--- config.mk ---
export PLATFORM = sky130hd
export DESIGN_NAME = scaling_serial_mult
export DESIGN_NICKNAME = d
export VERILOG_FILES = /design/src/rtl/sam_pkg.sv /design/src/rtl/sam_ctrl.sv /design/src/rtl/sam_dp.sv /design/src/rtl/scaling_serial_mult.sv
export SDC_FILE = /design/constraint.sdc
export NUM_CORES = 1
export LEC_CHECK = 0
export CORE_UTILIZATION = 52
export DETAILED_ROUTE_END_ITERATION = 8
export PLACE_DENSITY = 0.8
export REMOVE_ABC_BUFFERS = 1
export SLEW_MARGIN = 10
export SYNTH_ARGS = -nofsm -noshare
export SYNTH_HDL_FRONTEND = slang
export SYNTH_SLANG_ARGS = --single-unit
--- constraint.sdc ---
create_clock -name clk -period 4.01 [get_ports clk]
set_clock_uncertainty 0.2 [all_clocks]
set_input_delay 0.6015 -clock clk [delete_from_list [all_inputs] [get_ports clk]]
set_output_delay 0.6015 -clock clk [all_outputs]
set_load 0.02 [all_outputs]
--- src/rtl/sam_pkg.sv ---
package sam_pkg;
  typedef struct packed {
    logic clear;
    logic step;
    logic signStep;
  } samCtl_t;
endpackage

--- src/rtl/sam_ctrl.sv ---
module sam_ctrl
  import sam_pkg::*;
#(
  parameter int SER_W = 20,
  parameter bit MSB_FIRST = 1'b0
) (
  input  logic    clk,
  input  logic    rstN,
  input  logic    start,
  output samCtl_t ctl,
  output logic    done
);
  localparam int CNT_W = (SER_W > 1) ? $clog2(SER_W) : 1;

  logic             busy;
  logic [CNT_W-1:0] bitCnt;
  logic             lastBit;
  logic             firstBit;

  assign lastBit  = (bitCnt == CNT_W'(SER_W - 1));
  assign firstBit = (bitCnt == '0);

  always_ff @(posedge clk or negedge rstN) begin
    if (!rstN) begin
      busy   <= 1'b0;
      bitCnt <= '0;
      done   <= 1'b0;
    end else if (start) begin
      busy   <= 1'b1;
      bitCnt <= '0;
      done   <= 1'b0;
    end else if (busy) begin
      done <= lastBit;
      if (lastBit) begin
        busy   <= 1'b0;
        bitCnt <= '0;
      end else begin
        bitCnt <= bitCnt + 1'b1;
      end
    end else begin
      done <= 1'b0;
    end
  end

  generate
    if (MSB_FIRST) begin : g_signFirst
      assign ctl.signStep = busy && firstBit;
    end else begin : g_signLast
      assign ctl.signStep = busy && lastBit;
    end
  endgenerate

  assign ctl.clear = start;
  assign ctl.step  = busy && !start;
endmodule

--- src/rtl/sam_dp.sv ---
module sam_dp
  import sam_pkg::*;
#(
  parameter int SER_W = 20,
  parameter int COEF_W = 16,
  parameter bit MSB_FIRST = 1'b0,
  localparam int PROD_W = SER_W + COEF_W
) (
  input  logic                     clk,
  input  logic                     rstN,
  input  samCtl_t                  ctl,
  input  logic                     serIn,
  input  logic signed [COEF_W-1:0] coefIn,
  output logic signed [COEF_W-1:0] coefQ,
  output logic signed [PROD_W-1:0] acc
);
  logic signed [PROD_W-1:0] coefExt;
  logic signed [PROD_W-1:0] term;
  logic signed [PROD_W-1:0] accNext;

  assign coefExt = PROD_W'(coefQ);

  always_comb begin
    if (!serIn)            term = '0;
    else if (ctl.signStep) term = -coefExt;
    else                   term = coefExt;
  end

  generate
    if (MSB_FIRST) begin : g_double
      assign accNext = (acc <<< 1) + term;
    end else begin : g_halve
      assign accNext = (acc >>> 1) + (term <<< (SER_W - 1));
    end
  endgenerate

  always_ff @(posedge clk or negedge rstN) begin
    if (!rstN) begin
      coefQ <= '0;
      acc   <= '0;
    end else if (ctl.clear) begin
      coefQ <= coefIn;
      acc   <= '0;
    end else if (ctl.step) begin
      acc <= accNext;
    end
  end
endmodule

--- src/rtl/scaling_serial_mult.sv ---
module scaling_serial_mult
  import sam_pkg::*;
#(
  parameter int SER_W = 20,
  parameter int COEF_W = 16,
  parameter int TRIM_W = 16,
  parameter bit MSB_FIRST = 1'b0,
  localparam int PROD_W = SER_W + COEF_W
) (
  input  logic              clk,
  input  logic              rstN,
  input  logic              start,
  input  logic              serIn,
  input  logic [COEF_W-1:0] coefIn,
  output logic [PROD_W-1:0] productOut,
  output logic [TRIM_W-1:0] trimOut,
  output logic              validOut
);
  samCtl_t                  ctl;
  logic signed [COEF_W-1:0] coefHeld;
  logic signed [PROD_W-1:0] accQ;

  sam_ctrl #(.SER_W(SER_W), .MSB_FIRST(MSB_FIRST)) u_ctrl (
    .clk(clk), .rstN(rstN), .start(start), .ctl(ctl), .done(validOut)
  );

  sam_dp #(.SER_W(SER_W), .COEF_W(COEF_W), .MSB_FIRST(MSB_FIRST)) u_dp (
    .clk(clk), .rstN(rstN), .ctl(ctl), .serIn(serIn),
    .coefIn(coefIn), .coefQ(coefHeld), .acc(accQ)
  );

  assign productOut = accQ;
  assign trimOut    = accQ[PROD_W-1 -: TRIM_W];
endmodule

==> results by group <==
Status
  – Status: complete, no violations

CTS
  – Clock Sinks: 59
  – Hold buffers post-CTS: 0
  – Setup Fix Bufs, Post-CTS: 0
  – Clk root buf: clkbuf_8
  – Clock Pin Slew Worst Setup and Hold Paths: about 0.070 ns
  – Num CTS Buffers: 9
  – # H-tree levels: 3
  – CTS tree: built
  – Clock Latency Late Sink: 0.35 ns
  – Clock tree buffer depth: 2
  – Post_cts resized: 0

Logic synthesis
  – Synth unique cells: 55
  – Post-synthesis compound-gate area fraction: 12.26%
  – Synth cell count leaders: 59 x dfrtp_1, 47 x nor2_1, 33 x nand2_1
  – Post-synthesis xor/xnor area fraction: under 10%
  – Ys flop type: dfrtp_1
  – Synthesized area: 3694 um2
  – Seq/Total Area, Yosys: 39.97%
  – Synth area leader: dfrtp_1
  – Synth async-reset ratio: 100.0%
  – Proportion of netlist area held by the largest area contributor: between 30% and 40%
  – Gate Count Post-Synth: 382
  – Area contributors post-synth: dfrtp_1 40%, mux2i_1 8.4%, ha_1 6.1%, nor2_1 4.8%, mux2_2 4.3%
  – Avg Inst Size Synth: just under 10 um2
  – Post-synthesis mux area share: about an eighth
  – Synth Area in Adders: 6.640%
  – Simple-gate share of the synthesized area: approximately 16%
  – Synth Register Bits: 59
  – Most frequent cell after synthesis: dfrtp_1
  – Yosys Warn Count: 0
  – Number of synthesized flops with an enable pin: 0
  – Main combinational cell family by area after synthesis: simple AND/OR/NAND/NOR gates

Critical path
  – Worst path arrival time: around 3.7 ns
  – Path type of the worst setup path: reg2reg
  – Worst Setup Start Kind: flop
  – Crit. End Element: flop
  – Critical path required time: 4.05 ns
  – Max FO, Critical Path: 5

Global route
  – Total grt overflow: 0
  – Vias in the first global route: roughly 2700
  – First-pass GRT wire length: 13530 um
  – Most Used Layer, Global Route: met2
  – GRT met1 Usage: 33.91%
  – Total track usage: 23.66%
  – Largest net degree at the start of global routing: 41
  – Met2 Use GR: a little over a third
  – Met3 Resource Use GR: under 10%
  – Initial antenna violation count: 0

Placement
  – Gpl congestion: 0.8645
  – Port Buffers: 72
  – HPWL Detailed: 5806 um

Detailed routing
  – Final wirelength: 8097 um
  – Via count: 2910
  – Post-DR vias/cell: 5.429
  – Avg WL per Cell: 15.11 um
  – Antenna viol nets, final: 0
  – Initial DRC count: around 250
  – DRC: 0
  – TritonRoute pass-1 iters: 4

Cells and area
  – Area delta synth->final: 23.78%
  – FILL cells: a little under 600
  – Final #Nets: 474
  – Share of layout cells above drive strength 1: between 10% and 20%
  – Ant diodes: 0
  – Util after Layout: 66.92%

Floorplanning
  – Ports: between 70 and 80
  – Num rows: 30
  – Initial Util: 54.07%
  – Die W: 86.28 um
  – Die ar.: about 7400 um2
  – Core Area: around 6800 um2
  – Die height: 86.28 um

STA
  – RSZ-0062 raised after global routing: false
  – Slew headroom: approximately 47%
  – Final hold violations: 0
  – Worst slew pin tran: 0.7970 ns
  – Crit path time final: 3.693 ns
  – Pins Over Slew Limit: 0
  – Part of the cycle the worst path needs: 92.11%
  – Fmax: roughly 0.27 GHz
  – Setup violators final: 0
  – Setup TNS: 0 ns

Power
  – Power density over cell area: slightly above 400 nW/um2
  – Leak: 0.002129 uW
  – VDD IR-drop max: approximately 0.23 mV

Min path
  – Hold crit path type: in2async

Run
  – Maxcap violations: 0
[power by group]
| group | internal, uW | switching (uW) |
|---|---|---|
| registers | 650 | 77.6 |
| clock network | 338 | 239 |
| logic | 282 | 314 |
[placed cells by master (no fill, tap or decap), drive strengths merged, types with 3 or more instances in the layout]
cell and n:
o31ai 6, inv 4, buf 6, xor2 8
dfrtp 59, clkdlybuf4s50 70, clkbuf 13, a22o 3
o21ai 18, ha 18, nand4 3, nand3 3
nand2 33, nor2b 5, nor2 47, mux2i 31
a211oi 4, mux2 15, xnor2 17, a21oi 18
a21o 5, nor3 7, and2 13
[worst paths after layout]
path                                           start                        to  slack (ns)  depth (start not counted)
setup / recovery           u_dp.coefQ[0]$_DFFE_PN0P_  u_dp.acc[28]$_DFFE_PN0P_        0.32                         12
setup reg to reg           u_dp.coefQ[0]$_DFFE_PN0P_  u_dp.acc[28]$_DFFE_PN0P_        0.32                         12
hold / removal                                  rstN  u_dp.acc[34]$_DFFE_PN0P_        0.13                          1
min in group clk             u_dp.acc[1]$_DFFE_PN0P_   u_dp.acc[1]$_DFFE_PN0P_        0.34                          2
max in group asynchronous                       rstN     u_ctrl.busy$_DFF_PN0_        2.61                          2
hold reg to reg              u_dp.acc[1]$_DFFE_PN0P_   u_dp.acc[1]$_DFFE_PN0P_        0.34                          2
[metal layers]
| layer | wire length (um) | vias up |
|---|---|---|
| li1 | - | 1432 |
| met1 | 3938 | 1392 |
| met2 | 3684 | 75 |
| met3 | 343 | 11 |
| met4 | 132 | 0 |
| met5 | 0 | - |
[layout make-up]
| class | instances | area (um2) | area share, % |
|---|---|---|---|
| tap | 96 | 120.1 | 2.627 |
| multi-input combinational | 284 | 2001 | 43.76 |
| clock buffer | 13 | 168.9 | 3.695 |
| inverter | 5 | 18.77 | 0.4105 |
| timing repair buffer | 76 | 740.7 | 16.20 |
| clock inverter | 3 | 45.04 | 0.9852 |
| sequential | 59 | 1478 | 32.32 |
[worst max-delay path: stages (launching register included)]
cell and delay [ns]:
dfrtp_1 0.41, inv_1 0.09, ha_1 0.25, or4b_4 0.52, o21ai_0 0.24, xnor2_1 0.09, and2_1 0.17, ha_1 0.37
nand2_1 0.11, o31a_1 0.34, o21ai_1 0.25, or4b_1 0.46, o311ai_0 0.10
[cell families (layout without fill, tap and decap cells)]
logic type,count (synthesis),after routing
flops,59,59
simple gates,124,124
buf+inv,39,97
compound gates,70,70
mux,46,46
xor+xnor,25,25
fa+ha+maj,19,19
[state kept, by name, indices dropped and copies added (netlist names)]
name,flops
u_dp.acc,36
u_dp.coefQ,16
u_ctrl.bitCnt,5
u_ctrl.busy,1
u_ctrl.done,1
[per-stage QoR]
step / std cells / worst slack, ns / hold slack, ns / power, uW / cell area (um2)
2_1_floorplan: 348 / -0.04285 / 0.1059 / 1069 / 3496
3_3_place_gp: 520 / 0.4816 / 0.3071 / 1319 / 4358
3_5_place_dp: 520 / 0.3876 / 0.3391 / 1329 / 4358
4_1_cts: 536 / 0.3065 / 0.1618 / 1911 / 4572
5_1_grt: 536 / 0.04778 / 0.2071 / 1998 / 4572
6_report: 536 / 0.3165 / 0.1346 / 1901 / 4572
Note: power is estimated with default switching activity, not from simulation.
